==> config.mk <==
export PLATFORM = sky130hd
export DESIGN_NAME = mlfsr_top
export DESIGN_NICKNAME = d
export VERILOG_FILES = /design/src/rtl/mlfsr_pkg.sv /design/src/rtl/mersenne_add.sv /design/src/rtl/mlfsr_feedback.sv /design/src/rtl/mlfsr_top.sv
export SDC_FILE = /design/constraint.sdc
export NUM_CORES = 2
export LEC_CHECK = 0
export BUFFER_PORTS_ARGS = -buffer_cell sky130_fd_sc_hd__buf_2
export CAP_MARGIN = 20
export CORE_AREA = 3 3 397 399
export DETAILED_ROUTE_END_ITERATION = 10
export DIE_AREA = 0 0 400 402
export GPL_TIMING_DRIVEN = 1
export PLACE_DENSITY = 0.46
export SLEW_MARGIN = 25
export SYNTH_ARGS = -nofsm -noshare
export SYNTH_HDL_FRONTEND = slang
export SYNTH_SLANG_ARGS = --single-unit
==> constraint.sdc <==
create_clock -name clk -period 40.2 [get_ports clk]
set_clock_uncertainty 0.1 [all_clocks]
set_input_delay 6.03 -clock clk [delete_from_list [all_inputs] [get_ports clk]]
set_output_delay 6.03 -clock clk [all_outputs]
set_load 0.05 [all_outputs]
==> src/rtl/mlfsr_pkg.sv <==
package mlfsr_pkg;
    parameter int CELL_W = 31;
    parameter int NCELLS = 16;
    localparam int BUS_W = CELL_W * NCELLS;

    typedef logic [CELL_W-1:0]             cell_t;
    typedef logic [NCELLS-1:0][CELL_W-1:0] bank_t;

    localparam cell_t CELL_ONES = '1;

    // multiplication by 2^k modulo 2^CELL_W-1 is a rotation inside the cell
    function automatic cell_t rotl(cell_t x, int k);
        return (x << k) | (x >> (CELL_W - k));
    endfunction
endpackage

==> src/rtl/mersenne_add.sv <==
module mersenne_add #(
    parameter int W = 31
) (
    input  logic [W-1:0] a,
    input  logic [W-1:0] b,
    output logic [W-1:0] sum
);
    logic [W:0] raw;

    always_comb begin
        raw = {1'b0, a} + {1'b0, b};
        // end-around carry: the weight 2^W is congruent to 1
        sum = raw[W-1:0] + {{(W-1){1'b0}}, raw[W]};
    end
endmodule

==> src/rtl/mlfsr_feedback.sv <==
module mlfsr_feedback
    import mlfsr_pkg::*;
(
    input  bank_t bank,
    input  logic  add_ext,
    input  cell_t ext,
    output cell_t fb
);
    localparam int NTAPS  = 5;
    localparam int NTERMS = NTAPS + 2;
    localparam int NLEAF  = 1 << $clog2(NTERMS);
    localparam int NNODE  = 2 * NLEAF - 1;
    localparam int TAP_CELL [NTAPS] = '{15, 13, 10, 4, 0};
    localparam int TAP_ROT  [NTAPS] = '{15, 17, 21, 20, 8};

    cell_t node [NNODE];

    genvar t;
    generate
        for (t = 0; t < NLEAF; t++) begin : g_leaf
            if (t < NTAPS) begin : g_rot
                assign node[NLEAF-1+t] = rotl(bank[TAP_CELL[t]], TAP_ROT[t]);
            end else if (t == NTAPS) begin : g_plain
                assign node[NLEAF-1+t] = bank[0];
            end else if (t == NTAPS + 1) begin : g_ext
                assign node[NLEAF-1+t] = add_ext ? ext : '0;
            end else begin : g_pad
                assign node[NLEAF-1+t] = '0;
            end
        end

        for (t = 0; t < NLEAF - 1; t++) begin : g_tree
            mersenne_add #(.W(CELL_W)) u_add (
                .a   (node[2*t+1]),
                .b   (node[2*t+2]),
                .sum (node[t])
            );
        end
    endgenerate

    assign fb = (node[0] == '0) ? CELL_ONES : node[0];
endmodule

==> src/rtl/mlfsr_top.sv <==
module mlfsr_top
    import mlfsr_pkg::*;
(
    input  logic             clk,
    input  logic             rst_n,
    input  logic             load_i,
    input  logic [BUS_W-1:0] load_data_i,
    input  logic             step_i,
    input  logic             init_mode_i,
    input  logic [CELL_W-1:0] feed_i,
    output logic [BUS_W-1:0] cells_o
);
    typedef struct packed {
        bank_t bank;
    } state_t;

    state_t state_d, state_q;
    cell_t  fb;

    mlfsr_feedback u_fb (
        .bank    (state_q.bank),
        .add_ext (init_mode_i),
        .ext     (feed_i),
        .fb      (fb)
    );

    always_comb begin
        state_d = state_q;
        if (load_i) begin
            state_d.bank = bank_t'(load_data_i);
        end else if (step_i) begin
            state_d.bank = {fb, state_q.bank[NCELLS-1:1]};
        end
    end

    always_ff @(posedge clk) begin
        if (!rst_n) begin
            state_q.bank <= '1;
        end else begin
            state_q <= state_d;
        end
    end

    assign cells_o = state_q.bank;


    load_takes_data_chk: assert property (@(posedge clk) disable iff (!rst_n)
        load_i |=> (state_q.bank == bank_t'($past(load_data_i))));


    shift_down_chk: assert property (@(posedge clk) disable iff (!rst_n)
        (step_i && !load_i) |=> (state_q.bank[NCELLS-2:0] == $past(state_q.bank[NCELLS-1:1])));


    top_nonzero_chk: assert property (@(posedge clk) disable iff (!rst_n)
        (step_i && !load_i) |=> (state_q.bank[NCELLS-1] != '0));


    idle_hold_chk: assert property (@(posedge clk) disable iff (!rst_n)
        (!step_i && !load_i) |=> $stable(state_q.bank));
endmodule

==> impl_metrics.json <==
{
  "cts_resized": 0,
  "slew_headroom": 0.218,
  "clk_pin_slew_ns": 0.06,
  "async_flop_share": 0,
  "p_int_uw": 2230,
  "cpMaxStageDelayCell": "a31oi_1",
  "io_pins": 1028,
  "final-max-slew-violation-count": 0,
  "insertion_delay_ns": 0.68,
  "grt_pass1_vias": 36200,
  "synth_area_leaders": "dfxtp_1, mux2i_1, nand2_1",
  "drc": 0,
  "cp-startpoint": "init_mode_i",
  "swShare": 0.572,
  "synthesis.area_um2": 36800,
  "setup_viol": 0,
  "seq_area_frac_synth": 0.270,
  "postCtsHoldBufs": 0,
  "synth_edf_count": 0,
  "drt_pass1_iterations": 6,
  "clock_path_buffers": 3,
  "initial_utilization": 0.239,
  "crit_arrival_ns": 17.00,
  "numCtsBuffers": 61,
  "avgSynthCellArea_um2": 7.58,
  "synthFlopType": "dfxtp_1",
  "die_w_um": 400,
  "largest_register_ffs": 496,
  "via_per_inst": 4.91,
  "setup_slack_ns": 23.67,
  "die_h_um": 402,
  "p_comb_frac": 0.768,
  "hold_violations": 0,
  "endpoint_kind": "register",
  "cts_tree": "built",
  "synth_cells": 4855,
  "final_common_cell": "nand2_1",
  "hold_ws_ns": 0.501,
  "syn2layout_area_growth_pct": 25.0,
  "fin_crit_ns": 16.53,
  "antenna_found_initial": 42,
  "yosysWarningCount": 0,
  "cpPeakStageDelay_ns": 0.61,
  "wl_per_cell_um": 24.3,
  "antenna_left": 0,
  "hpwl_um": 154000,
  "status": "completed",
  "r2r_end": "cells_o[469]",
  "hp-class": "reg2reg",
  "post_cts_buffers": 0,
  "grt_max_degree": 256,
  "critical_path_class": "in2reg",
  "tightest_slew_ns": 1.17,
  "rsz0062_at_grt": "false",
  "grt_overflow": 0,
  "yosysTopAreaCell": "dfxtp_1",
  "row_count": 144,
  "critPathLaunchType": "primary input",
  "ir_drop_uv": 136,
  "core_um2": 154000,
  "ys_ff_latch": 496,
  "synth_cell_types": 97,
  "r2r_setup_slack_ns": 24.47,
  "p_switching_uw": 2980,
  "seqPwrFrac": 0.119,
  "grt_use_total": 0.225,
  "synth_nets": 5591,
  "cp.required_ns": 40.67,
  "die_area_um2": 161000,
  "min_period_over_period": 0.411,
  "dr.first_iter.drc_count": 3060,
  "cp-endpoint": "cells_o[469]",
  "drive_gt1_frac": 0.213,
  "reg2reg_from": "cells_o[139]",
  "cts_root_buf": "clkbuf_16",
  "layout.nets": 6446,
  "cap_violations": 0,
  "cts.sinks": 496,
  "crit_top_cell": "ha_1",
  "max_freq_mhz": 60.5,
  "critical_path_peak_fanout": 31,
  "yosys.area.top_type_share": 0.270,
  "dpl_worst_slack_ns": 23.07,
  "rr_worst_depth": 63,
  "tns_ns": 0,
  "final_cell_mix": "nand2_1, buf_2, o21ai_0",
  "gp_congestion": 0.926,
  "wl_um": 190000,
  "vias": 38400,
  "power.density_nw_per_um2": 113,
  "h-tree-depth": 2,
  "leakagePower_uw": 0.0197,
  "grt_pass1_wl_um": 266000,
  "clkPwrFrac": 0.113,
  "port_buffers": 1027
}
==> layout make-up <==
cell class | count | area [um^2]
diodes | 24 | 60.1
inverters | 95 | 364
repair buffers | 1066 | 5510
clock buffers | 92 | 1850
clock inverters | 18 | 250
well taps | 2044 | 2560
multi-input cells | 3990 | 25500
flip-flops and latches | 496 | 9930
fillers | 17000 | 108000
==> critical path, delay by kind of cell <==
family,cells,cell delay [ns]
xor+xnor,2,0.45
simple gates,14,3.44
buf+inv,1,0.34
compound gates,20,5.09
fa+ha+maj,6,1.59
==> how the worst min path moves through the flow <==
stage	cells past startpoint	startpoint	slack, ns	endpoint
after CTS	4	cells_o[128]	0.49	cells_o[97]
after global routing	4	cells_o[128]	0.55	cells_o[97]
after detailed placement	4	cells_o[128]	0.50	cells_o[97]
after global placement	4	cells_o[446]	0.50	cells_o[446]
final	4	cells_o[128]	0.50	cells_o[97]
after floorplan	2	cells_o[483]	0.62	cells_o[483]
==> routing by layer <==
layer | vias to the layer above | track usage | part of all wire
li1 | 18800 | - | -
met1 | 18300 | 0.282 | 0.42
met2 | 1123 | 0.390 | 0.49
met3 | 199 | 0.0423 | 0.058
met4 | 10 | 0.0653 | 0.026
met5 | - | 0 | 0.00036
==> stage by stage <==
step,area [um^2],util,cells,total power [uW]
floorplan,36800,-,4855,3390
global placement,43800,0.284,7691,4620
detailed placement,43800,0.284,7691,4590
CTS,45900,0.298,7801,5220
global route,46000,0.298,7821,5610
finish,46000,0.298,7825,5220
==> power by group through the flow <==
| stage | clock (uW) | combinational [uW] | sequential [uW] |
|---|---|---|---|
| final | 588 | 4010 | 622 |
| after global routing | 622 | 4360 | 624 |
| after CTS | 606 | 3990 | 621 |
| after detailed placement | 0 | 3960 | 632 |
| after global placement | 0 | 3990 | 631 |
| after floorplan | 0 | 2670 | 722 |
==> synth_stat cells (25+ instances only) <==
cell type	number
nand2_1	1137
o21ai_0	593
dfxtp_1	496
mux2i_1	471
clkbuf_1	230
ha_1	198
xnor2_1	195
nor2_1	183
a21oi_1	178
xor2_1	111
inv_1	93
a21o_1	76
nand3_1	76
nor3_1	70
and2_1	58
and3_1	36
nand2b_1	36
or3_1	36
buf_1	34
nor2b_1	34
o21a_1	34
a211oi_1	30
a31oi_1	28
nand4_1	25
==> logic make-up (layout without fill, tap and decap cells) <==
family / after synthesis / count (layout) / synth area share
AND/OR/NAND/NOR: 1817 / 1817 / 0.220
AO/OA/AOI/OAI: 1185 / 1185 / 0.198
flip-flops: 496 / 496 / 0.270
multiplexers: 476 / 476 / 0.130
buffers and inverters: 369 / 1271 / 0.0383
XOR/XNOR: 308 / 308 / 0.0740
adder cells (fa/ha/maj): 204 / 204 / 0.0706
other: 0 / 24 / 0
No activity file was read; power rests on OpenSTA's default activity.
